File: config.mk
export PLATFORM = sky130hd
export DESIGN_NAME = tick_timer
export DESIGN_NICKNAME = d
export VERILOG_FILES = /design/src/rtl/tick_pkg.sv /design/src/rtl/tick_ref_sync.sv /design/src/rtl/tick_counter.sv /design/src/rtl/tick_regs.sv /design/src/rtl/tick_timer.sv
export SDC_FILE = /design/constraint.sdc
export NUM_CORES = 1
export LEC_CHECK = 0
export ABC_AREA = 1
export CELL_PAD_IN_SITES_DETAIL_PLACEMENT = 0
export CELL_PAD_IN_SITES_GLOBAL_PLACEMENT = 2
export CORE_UTILIZATION = 32
export DETAILED_ROUTE_END_ITERATION = 8
export DONT_BUFFER_PORTS = 1
export GPL_ROUTABILITY_DRIVEN = 0
export PLACE_DENSITY_LB_ADDON = 0.1
export SLEW_MARGIN = 20
export SYNTH_ARGS = -nofsm -noshare
export SYNTH_HDL_FRONTEND = slang
export SYNTH_SLANG_ARGS = --single-unit
export TNS_END_PERCENT = 50
File: constraint.sdc
create_clock -name clk_i -period 1.4 [get_ports clk_i]
set_input_delay 0 -clock clk_i [delete_from_list [all_inputs] [get_ports clk_i]]
set_output_delay 0 -clock clk_i [all_outputs]
set_load 0.02 [all_outputs]
File: src/rtl/tick_pkg.sv
package tick_pkg;
  localparam int DATA_W = 32;

  localparam logic [1:0] SEL_CTRL   = 2'd0;
  localparam logic [1:0] SEL_RELOAD = 2'd1;
  localparam logic [1:0] SEL_COUNT  = 2'd2;
  localparam logic [1:0] SEL_CALIB  = 2'd3;

  localparam int BIT_EN    = 0;
  localparam int BIT_IRQEN = 1;
  localparam int BIT_CORE  = 2;
  localparam int BIT_WRAP  = 16;
  localparam int BIT_NOREF = 31;
  localparam int BIT_SKEW  = 30;

  typedef struct packed {
    logic core;
    logic irq_en;
    logic en;
  } ctrl_t;
endpackage

File: src/rtl/tick_ref_sync.sv
module tick_ref_sync #(
  parameter bit HAS_REF = 1'b1
) (
  input  logic clk_i,
  input  logic rst_ni,
  input  logic ref_i,
  output logic edge_o
);
  if (HAS_REF) begin : g_sync
    logic [2:0] sh_q;
    always_ff @(posedge clk_i or negedge rst_ni) begin
      if (!rst_ni) sh_q <= '0;
      else         sh_q <= {sh_q[1:0], ref_i};
    end
    // sh_q[1] is the synchronized level, sh_q[2] its previous value
    assign edge_o = sh_q[1] & ~sh_q[2];
  end else begin : g_none
    logic unused_ref;
    assign unused_ref = ref_i;
    assign edge_o     = 1'b0;
  end
endmodule

File: src/rtl/tick_counter.sv
module tick_counter #(
  parameter int CNT_W = 24
) (
  input  logic             clk_i,
  input  logic             rst_ni,
  input  logic             tick_i,
  input  logic             clr_i,
  input  logic             ctrl_rd_i,
  input  logic             irq_en_i,
  input  logic [CNT_W-1:0] reload_i,
  output logic [CNT_W-1:0] count_o,
  output logic             wrap_o,
  output logic             irq_o
);
  localparam logic [CNT_W-1:0] ONE = CNT_W'(1);

  logic [CNT_W-1:0] cnt_q;
  logic             wrap_q, irq_q, hit;

  assign hit = tick_i & ~clr_i & (cnt_q == ONE);

  always_ff @(posedge clk_i or negedge rst_ni) begin
    if (!rst_ni) begin
      cnt_q  <= '0;
      wrap_q <= 1'b0;
      irq_q  <= 1'b0;
    end else begin
      irq_q <= hit & irq_en_i;
      if (clr_i)       cnt_q <= '0;
      else if (tick_i) cnt_q <= (cnt_q == '0) ? reload_i : cnt_q - ONE;
      // a wrap in the cycle of a clearing read is kept
      if (hit)                     wrap_q <= 1'b1;
      else if (clr_i || ctrl_rd_i) wrap_q <= 1'b0;
    end
  end

  assign count_o = cnt_q;
  assign wrap_o  = wrap_q;
  assign irq_o   = irq_q;
endmodule

File: src/rtl/tick_regs.sv
module tick_regs
  import tick_pkg::*;
#(
  parameter int             CNT_W     = 24,
  parameter bit             HAS_REF   = 1'b1,
  parameter bit             CAL_SKEW  = 1'b0,
  parameter logic [CNT_W-1:0] CAL_TENMS = '0
) (
  input  logic              clk_i,
  input  logic              rst_ni,
  input  logic              req_i,
  input  logic              we_i,
  input  logic [3:0]        addr_i,
  input  logic [DATA_W-1:0] wdata_i,
  input  logic [CNT_W-1:0]  count_i,
  input  logic              wrap_i,
  output ctrl_t             ctrl_o,
  output logic [CNT_W-1:0]  reload_o,
  output logic              clr_o,
  output logic              ctrl_rd_o,
  output logic [DATA_W-1:0] rdata_o
);
  localparam int PAD = DATA_W - CNT_W;

  logic [1:0]       sel;
  logic             wr;
  ctrl_t            ctrl_q;
  logic [CNT_W-1:0] reload_q;
  logic             unused_bits;

  assign sel         = addr_i[3:2];
  assign wr          = req_i & we_i;
  assign unused_bits = ^{addr_i[1:0], wdata_i[DATA_W-1:CNT_W]};

  always_ff @(posedge clk_i or negedge rst_ni) begin
    if (!rst_ni) begin
      ctrl_q   <= '{core: ~HAS_REF, irq_en: 1'b0, en: 1'b0};
      reload_q <= '0;
    end else if (wr) begin
      if (sel == SEL_CTRL) begin
        ctrl_q.en     <= wdata_i[BIT_EN];
        ctrl_q.irq_en <= wdata_i[BIT_IRQEN];
        ctrl_q.core   <= HAS_REF ? wdata_i[BIT_CORE] : 1'b1;
      end
      if (sel == SEL_RELOAD) reload_q <= wdata_i[CNT_W-1:0];
    end
  end

  assign clr_o     = wr & (sel == SEL_COUNT);
  assign ctrl_rd_o = req_i & ~we_i & (sel == SEL_CTRL);
  assign ctrl_o    = ctrl_q;
  assign reload_o  = reload_q;

  always_comb begin
    rdata_o = '0;
    unique case (sel)
      SEL_CTRL: begin
        rdata_o[BIT_EN]    = ctrl_q.en;
        rdata_o[BIT_IRQEN] = ctrl_q.irq_en;
        rdata_o[BIT_CORE]  = ctrl_q.core;
        rdata_o[BIT_WRAP]  = wrap_i;
      end
      SEL_RELOAD: rdata_o = {{PAD{1'b0}}, reload_q};
      SEL_COUNT:  rdata_o = {{PAD{1'b0}}, count_i};
      SEL_CALIB: begin
        rdata_o[CNT_W-1:0] = CAL_TENMS;
        rdata_o[BIT_NOREF] = ~HAS_REF;
        rdata_o[BIT_SKEW]  = CAL_SKEW;
      end
      default: rdata_o = '0;
    endcase
  end
endmodule

File: src/rtl/tick_timer.sv
module tick_timer
  import tick_pkg::*;
#(
  parameter int               CNT_W     = 24,
  parameter bit               HAS_REF   = 1'b1,
  parameter bit               CAL_SKEW  = 1'b1,
  parameter logic [CNT_W-1:0] CAL_TENMS = CNT_W'(1000)
) (
  input  logic              clk_i,
  input  logic              rst_ni,
  input  logic              ref_clk_i,
  input  logic              req_i,
  input  logic              we_i,
  input  logic [3:0]        addr_i,
  input  logic [DATA_W-1:0] wdata_i,
  output logic [DATA_W-1:0] rdata_o,
  output logic              irq_o
);
  ctrl_t            ctrl;
  logic [CNT_W-1:0] reload, cnt_q;
  logic             clr, ctrl_rd, wrap_q, ref_edge, cnt_tick;

  tick_ref_sync #(.HAS_REF(HAS_REF)) u_sync (
    .clk_i (clk_i),
    .rst_ni(rst_ni),
    .ref_i (ref_clk_i),
    .edge_o(ref_edge)
  );

  tick_regs #(
    .CNT_W(CNT_W), .HAS_REF(HAS_REF), .CAL_SKEW(CAL_SKEW), .CAL_TENMS(CAL_TENMS)
  ) u_regs (
    .clk_i    (clk_i),
    .rst_ni   (rst_ni),
    .req_i    (req_i),
    .we_i     (we_i),
    .addr_i   (addr_i),
    .wdata_i  (wdata_i),
    .count_i  (cnt_q),
    .wrap_i   (wrap_q),
    .ctrl_o   (ctrl),
    .reload_o (reload),
    .clr_o    (clr),
    .ctrl_rd_o(ctrl_rd),
    .rdata_o  (rdata_o)
  );

  assign cnt_tick = ctrl.en & (ctrl.core | ref_edge);

  tick_counter #(.CNT_W(CNT_W)) u_cnt (
    .clk_i    (clk_i),
    .rst_ni   (rst_ni),
    .tick_i   (cnt_tick),
    .clr_i    (clr),
    .ctrl_rd_i(ctrl_rd),
    .irq_en_i (ctrl.irq_en),
    .reload_i (reload),
    .count_o  (cnt_q),
    .wrap_o   (wrap_q),
    .irq_o    (irq_o)
  );
endmodule

# After elaboration in Yosys (flattened, before gate mapping)
# Cells that the tools add are included.
# word_totals
out_inout_bits,33
register_bits,56
input_bits,41
# op_classes
eq_ne,4
mux,10
bitwise_logic,13
n_reduce_logical,7
addsub,1
# op_table
op,n
$mux W24,3
$pmux W13 S3,1
$eq A24 B1 Y1 const B,1
$logic_not A24 Y1,1
$sub A24 B1 Y24 const B,1
$pmux W7 S2,1
$pmux W3 S4,1
$and A1 B1 Y1,9
$eq A2 B2 Y1 const B,2
$pmux W1 S4,1
$reduce_and A2 Y1,2
$reduce_bool A2 Y1,2
$mux W1,3
$not A1 Y1,3
$eq A2 B1 Y1 const B,1
$logic_not A2 Y1,1
$logic_or A1 B1 Y1,1
$or A1 B1 Y1,1

# Depth between registers and ports, before layout
# Gate-level depths: netlist of run 1.
# depth
depth_word,7
mapped_depth,10
ltp_nobuf,10

# By module
# Synthesis of run 1 repeated with hierarchy kept, for this count alone.
# hier_totals
cells_unflattened,564
hier_area_um2,3771.1
# by_module_without_submodules
mod,instances,area_each_um2,cells_each
tick_counter,1,1999.4,318
tick_regs,1,1675.4,238
tick_ref_sync,1,85.1,5
tick_timer,1,11.3,3

# Least setup slack after synthesis of run 1
# No wires, ideal clock.
# synth_timing
path_kind,register -> register
from,"register u_cnt.cnt_q[0], in the netlist u_cnt.count_o[0]"
to,"register u_cnt.cnt_q[14], in the netlist u_cnt.count_o[14]"
t_arrival_ns,1.411
path_buffers,0
setup_time_ns,0.066
path_slack_ns,-0.077
stages_incl_launch_ff,10
t_required_ns,1.334
path_cell_list,dfrtp_1 > inv_1 > ha_1 > nand2_1 > nor2_2 > nand2_1 > or2_1 > nand3_1 > nand2_1 > nand2_1
# synth_via
elab_chain_cells,4
word_cells_on_any_way,5
cone_classes,add/sub (1); mux (3); reduce/logical (1)
# synth_rtl
item,line,source
from (decl),tick_counter.sv:17,logic [CNT_W-1:0] cnt_q;
from (signal assigned),tick_counter.sv:30,else if (tick_i) cnt_q <= (cnt_q == '0) ? reload_i : cnt_q - ONE;
$sub A24 B1 Y24 / $logic_not A24 Y1 (equally long branches),tick_counter.sv:30,
$mux W24 * (2 in a row),tick_counter.sv:30,
$mux W24 *,tick_counter.sv:29,if (clr_i) cnt_q <= '0;
# Mark *: on every way between the ends. The rest lies on a longest branch, timed or not. The select of a mux whose other input is x is not followed.
# A chain may end at the register's enable or synchronous reset.

# Worst setup path in the final report of run 1
# layout_timing
from,"register u_cnt.cnt_q[0], in the netlist u_cnt.count_o[0]"
to,"register u_cnt.cnt_q[11], in the netlist u_cnt.count_o[11]"
# Same word-level chain as after synthesis.

==> results of run 1 <==
==> final cells by class <==
type / instances / area share, %
Clock buffer: 8 / 1.78
Multi-Input combinational cell: 369 / 41.6
Sequential cell: 56 / 27.6
Tap cell: 140 / 3.45
Timing Repair Buffer: 129 / 22.8
Inverter: 38 / 2.81
==> cell families after synthesis <==
family / count (synthesis) / share of synthesized area, %
simple gates: 274 / 32.9
other cells: 1 / 0.105
compound gates: 52 / 8.80
buf+inv: 63 / 8.21
mux: 21 / 6.60
xor+xnor: 6 / 1.47
flops: 56 / 39.1
fa+ha+maj: 8 / 2.79
==> power groups by stage <==
stage | clock [mW] | sequential, mW | combinational [mW]
2_1_floorplan | 0 | 2.41 | 2.77
3_3_place_gp | 0 | 2.40 | 4.88
3_5_place_dp | 0 | 2.40 | 4.91
4_1_cts | 1.01 | 2.38 | 5.08
5_1_grt | 1.07 | 2.45 | 6.66
6_report | 0.977 | 2.38 | 6.02
==> cells in the mapped netlist, types with 2 or more instances <==
cell type	n
or2_0	8
nor2_2	3
nand3b_1	5
nand3_1	34
nand3_2	2
a21oi_1	20
xor2_1	3
inv_1	38
clkbuf_1	8
nor2_4	3
buf_2	7
o21ai_0	7
mux2_2	21
a22oi_1	2
nand4_1	8
nand2_1	164
o21ai_1	6
ha_1	8
o21a_1	10
nor2_1	44
o22ai_1	2
buf_4	7
a221o_1	4
dfrtp_1	56
xnor2_1	3
buf_6	3
==> worst max-delay path: stages (launching register included) <==
cell	delay [ns]
dfrtp_1	0.40
inv_2	0.12
ha_4	0.14
nand2_2	0.06
nor2_4	0.11
nand3_4	0.12
buf_12	0.18
or2_0	0.20
nand3_1	0.09
nand2_1	0.06
==> registers in the layout (all words and copies together), names as in the netlist <==
register            flops
u_sync.g_sync.sh_q      3
u_regs.ctrl_o           3
u_cnt.irq_o             1
u_regs.reload_o        24
u_cnt.wrap_o            1
u_cnt.count_o          24
==> path summary, 6_finish.rpt <==
| check | start | endpoint | depth (start not counted) |
|---|---|---|---|
| min | req_i | u_regs.ctrl_o[1]$_DFFE_PN0P_ | 2 |
| min reg2reg | u_sync.g_sync.sh_q[0]$_DFF_PN0_ | u_sync.g_sync.sh_q[1]$_DFF_PN0_ | 0 |
| max in group asynchronous | rst_ni | u_cnt.count_o[8]$_DFFE_PN0P_ | 2 |
| min in group asynchronous | rst_ni | u_regs.reload_o[13]$_DFFE_PN0P_ | 2 |
| max reg2reg | u_cnt.count_o[0]$_DFFE_PN0P_ | u_cnt.count_o[11]$_DFFE_PN0P_ | 9 |
| max | u_cnt.count_o[0]$_DFFE_PN0P_ | u_cnt.count_o[11]$_DFFE_PN0P_ | 9 |
==> layer usage <==
layer | up-vias | wire length (um) | global-route usage (%)
li1 | 1768 | - | -
met1 | 1630 | 5250 | 26.2
met2 | 56 | 5210 | 32.1
met3 | 11 | 294 | 2.97
met4 | 0 | 142 | 4.70
met5 | - | 0 | 0
==> timing repair <==
item / CTS / global route
hold buffers: 29 / 0
gates cloned: 0 / 3
gates resized for setup: 7 / 59
pin swaps: 1 / 11
endpoints found under the hold margin: 85 / 0
buffers inserted: 0 / 10
endpoints found under the setup margin: 27 / 30
==> through the flow <==
stage / worst slack, ns / cells / hold WS (ns) / power [mW]
6_report: -0.180 / 740 / 0.0101 / 9.38
5_1_grt: -0.288 / 740 / 0.0333 / 10.2
3_5_place_dp: -0.175 / 690 / -0.294 / 7.31
4_1_cts: -0.196 / 727 / 0.00841 / 8.46
3_3_place_gp: -0.185 / 690 / -0.294 / 7.28
2_1_floorplan: -0.00670 / 487 / -0.296 / 5.17
==> results.md, run 1 <==
* Lkg Pwr at around 2.5 nW
* Initial Util at approximately 33%
* Critical path required time at ~1.6 ns
* Layout cells sized above 1 at a little under a third
* Most common cell after layout, fill and taps aside: nand2_1
* Setup CP Type: register to register
* Area of the multi-input gates at between 0.002 and 0.0025 mm2
* Initial antenna violation count at 0
* Seq pwr share at 25.4%
* Hold crit path type: primary input to register
* Tmin final at 1.58 ns
* Asr flop ratio synth at 100%
* Worst vdd ir at ~0.7 mV
* Fmax at approximately 630 MHz
* Switch share at 43.5%
* Cell taking the most area after synthesis: dfrtp_1
* Power Internal at around 5.3 mW
* Layout area overhead at 41.6%
* Core occupancy in the finished layout at a little under half
* Max Slew Vio Count at 0
* Antenna Violating Nets Remaining at 0
* Core box area at between 0.01 and 0.015 mm2
* P_sw at slightly above 4 mW
* Top cell type's share of synthesized area at between 30% and 40%
* Status: complete, but fails checks
* Max cap viols at 0
* Detailed Route WL at roughly 11 mm
* Synth Flop Type: dfrtp_1
* RSZ-0062 raised after global routing: true
* Leading post-synthesis cells by cell area: dfrtp_1 (39%), nand2_1 (17%), mux2_2 (6.6%)
* Pwr Density at roughly 1800 mW/mm2
* Failing checks: setup timing
* Most frequent cells in the layout: nand2_1 (155), buf_4 (85), dfrtp_1 (55)
* Clk Latency, worst-skew pair at roughly 0.32 ns
* Synthesis Warnings at 0
* Clock share of power at a little over a tenth
* Data arrival, critical path at roughly 1.8 ns
* Htree depth at 2
* Number of synthesized flops with an enable pin at 0
* Pre-antenna DRT Iters at 4
* Final nets at between 600 and 700
* Drt wl/cell at approximately 15 um
* First-pass GRT wire length at about 17 mm
* CP endpoint kind: register
* Die Ht at 108 um
* Drt via density at 4.68
* Mapped Area at around 0.0036 mm2
* Fin. Hold Viols at 0
* CTS tree: done
* Flop-to-flop setup slack at -0.18 ns
* Worst-path fanout max at 25
* Total Die Area at about 0.012 mm2
* Fin area at ~0.005 mm2
* Inserted Diodes at 0
* Reg area at between 0.001 and 0.0015 mm2
* Library cells used by synthesis at 31
* Clock buffer count from CTS at 5
* Grt total ovfl at 0
* Final WS setup at -0.180 ns
* DP Wirelength at ~7.6 mm
* Worst-path clk slew at between 0.1 and 0.15 ns
* Sequential area share after synthesis at 39.1%
* Clk root buf: clkbuf_8
* DRC errors left at 0
* Largest net degree at the start of global routing at between 50 and 60
* GRT Overall Usage at around 19%
* IO Port Bufs at 0
* CTS sink count at between 50 and 60
* Initial DRC Count at about 110
* Setup violators final at 27
* Vias in the first global route at about 3,400
* Seq cells post-synth at 56
* Num rows at 38
* Fin crit share at 113%
* Clk buf depth at 2
* Top-Level Pins at 74
* Skew final at between 0.01 and 0.015 ns
* Placed Instance Area at between 0.004 and 0.005 mm2
* Die Wd at approximately 110 um
* Post-Synthesis Cells at between 400 and 500
* Detailed-route via count at between 3,000 and 4,000
* Startpoint Class: register
* Setup_tns at -2.60 ns
* Fillers at approximately 1,100
* Logic pwr share at between 60 and 70%
* Syn Area/Cell at ~7.4 um2
Power figures use the tool's default switching activity.
==> run 2, diff against run 1 <==
Settings changed: REMOVE_ABC_BUFFERS from default to 1.
==> results.md, run 2 (same netlist as run 1, synthesis figures left out) <==
* Fin. Hold Viols at 0 (unchanged)
* Hold worst-path end: u_regs.reload_o[2]$_DFFE_PN0P_
* Setup CP Type: register to register
* Clock buffer count from CTS at 5 (unchanged)
* Max cap viols at 0 (unchanged)
* Initial Util at 32.9% (unchanged)
* GRT Overall Usage at 20.4% (+1.1 points)
* Power Internal at 5.36 mW (+1.0%)
* Logic pwr share at 64.6% (+0.4 points)
* Vias in the first global route at 3,449 (+2.2%)
* Data arrival, critical path at 1.75 ns (-0.06 ns)
* Failing checks: setup timing
* Initial antenna violation count at 0 (unchanged)
* Drt via density at 4.67 (-0.36%)
* Clock share of power at 10.2% (-0.2 points)
* IO Port Bufs at 0 (unchanged)
* CP Cell Sequence: nor2_2 > nand2_1 > nor2_4 > nand3_4 > buf_12 > or2_0 > nand3_1 > nand2_1
* Clk Latency, worst-skew pair at 0.33 ns (about the same)
* Most frequent cells in the layout: nand2_1 (153), buf_4 (90), dfrtp_1 (52)
* Tmin final at 1.52 ns (-0.0577 ns)
* Lkg Pwr at 2.55 nW (+0.60%)
* Htree depth at 2 (unchanged)
* Non-Filler Instances at 745 (+0.68%)
* Die Ht at 108 um (unchanged)
* Worst-path fanout max at 17 (-32%)
* Largest net degree at the start of global routing at 57 (unchanged)
* Most common cell after layout, fill and taps aside: nand2_1
* Pre-antenna DRT Iters at 5 (+1)
* Max Slew Vio Count at 0 (unchanged)
* HP Start: we_i
* CTS sink count at 56 (unchanged)
* Drt wl/cell at 14.8 um (+0.77%)
* Clk buf depth at 2 (unchanged)
* WHS at 0.0629 ns (+0.0528 ns)
* Placed cells at 691 (+0.14%)
* Top-Level Pins at 74 (unchanged)
* Layout area overhead at 43.4%
* Area of the multi-input gates at 0.00214 mm2 (+1.6%)
* Grt total ovfl at 0 (unchanged)
* Setup_tns at -1.92 ns (+0.687 ns)
* Final nets at 653 (+0.77%)
* Critical path required time at 1.63 ns (about the same)
* Pwr Density at 1860 mW/mm2 (+0.68%)
* DP Wirelength at 7.67 mm (+1.1%)
* Detailed-route via count at 3,476 (+0.32%)
* Fin crit share at 109% (-4.1 points)
* Core box area at 0.0109 mm2 (unchanged)
* Status: complete, but fails checks
* Total Die Area at 0.0116 mm2 (unchanged)
* Startpoint Class: register
* Reg2reg start: u_cnt.count_o[22]$_DFFE_PN0P_
* DRC errors left at 0 (unchanged)
* First-pass GRT wire length at 18.0 mm (+5.1%)
* Inserted Diodes at 0 (unchanged)
* Antenna Violating Nets Remaining at 0 (unchanged)
* Layout cells sized above 1 at 33.1% (+2.7 points)
* Hold Crit Depth at 3 (+1)
* Worst vdd ir at 0.651 mV (-5.8%)
* Num rows at 38 (unchanged)
* Worst-path clk slew at 0.12 ns (about the same)
* Seq pwr share at 25.1% (-0.3 points)
* Worst-margin pin slew at between 0.5 and 0.6 ns
* Die Wd at 108 um (unchanged)
* Detailed Route WL at 11.0 mm (+1.5%)
* Critical-path top delay cell: dfrtp_1
* Slew margin rel. at about two thirds
* Fmax at 657 MHz (+3.8%)
* Placed Instance Area at 0.00431 mm2 (-0.52%)
* Worst R2R Path Depth at 8 (-1)
* RSZ-0062 raised after global routing: true
* Clk root buf: clkbuf_8
* Dpl ws at -0.261 ns (-0.0858 ns)
* P_sw at 4.21 mW (+3.2%)
* Top cell by count, worst path: nand2_1
* Flop-to-flop setup slack at -0.12 ns (+0.06 ns)
* Setup violators final at 24 (-11%)
* Final WS setup at -0.122 ns (+0.0577 ns)
* PnR Total Power at 9.57 mW (+2.0%)
* Switch share at 44.0% (+0.53 points)
* Max incr delay on CP at 0.41 ns (about the same)
* Hold crit path type: primary input to register
* Skew final at 0.0130 ns (+0.00132 ns)
* Initial DRC Count at 126 (+20%)
* CP endpoint kind: register
* Fin area at 0.00514 mm2 (+1.3%)
* Core occupancy in the finished layout at 47.2% (+0.60 points)
* Fillers at 1,124 (+0.54%)
* CTS tree: done
* Reg area at 0.00141 mm2 (+0.27%)
* RR Endpoint: u_cnt.count_o[12]$_DFFE_PN0P_
[run 2: cell count changes in the layout (fill, tap and decap cells not counted), moves of 3 or more]
cell	change
dfrtp_1	-3
nor2_1	-5
dfrtp_2	+3
nor2_2	+6
buf_4	+5
[run 2: how the worst max path moves through the flow]
stage | startpoint | endpoint | slack [ns]
after floorplan | u_cnt.count_o[0]$_DFFE_PN0P_ | u_cnt.count_o[10]$_DFFE_PN0P_ | -0.48
after global placement | u_cnt.count_o[1]$_DFFE_PN0P_ | u_cnt.count_o[14]$_DFFE_PN0P_ | -0.21
after detailed placement | u_cnt.count_o[10]$_DFFE_PN0P_ | u_cnt.count_o[6]$_DFFE_PN0P_ | -0.26
after CTS | u_cnt.count_o[4]$_DFFE_PN0P_ | u_cnt.count_o[13]$_DFFE_PN0P_ | -0.16
after global routing | u_cnt.count_o[15]$_DFFE_PN0P_ | u_cnt.count_o[12]$_DFFE_PN0P_ | -0.25
final | u_cnt.count_o[22]$_DFFE_PN0P_ | u_cnt.count_o[12]$_DFFE_PN0P_ | -0.12
[run 2: critical path, delay by kind of cell (launching register included)]
kind | cells | cell delay, ns
and+or+nand+nor | 7 | 0.85
DFF | 1 | 0.41
buffers and inverters | 1 | 0.18
[run 2: final cells by class]
class | instances | share of cell area [%]
Timing Repair Buffer | 134 | 23.0
Tap cell | 140 | 3.41
Clock buffer | 5 | 1.34
Inverter | 38 | 2.78
Clock inverter | 3 | 0.463
Sequential cell | 56 | 27.4
Multi-Input combinational cell | 369 | 41.7
[run 2: power groups by stage]
stage	Clock, mW	Combinational, mW	Sequential (mW)
after floorplan	0	2.62	2.39
after global routing	1.08	6.84	2.47
after global placement	0	4.82	2.37
after detailed placement	0	4.84	2.38
after CTS	1.03	5.67	2.37
final	0.979	6.19	2.40
[run 2: layer usage]
layer | vias up | global-route usage, % | part of all wire, %
li1 | 1777 | - | -
met1 | 1631 | 27.8 | 48
met2 | 63 | 33.6 | 48
met3 | 5 | 2.97 | 3.2
met4 | 0 | 5.38 | 0.77
met5 | - | 0 | 0
[run 2: timing repair]
action                     in CTS  in global routing
setup buffers                   8                  7
setup endpoints to repair      29                 33
hold buffers                   30                  0
hold endpoints to repair       85                  0
pin swaps                       7                 20
resized for setup              43                 49
gates cloned                    2                  0
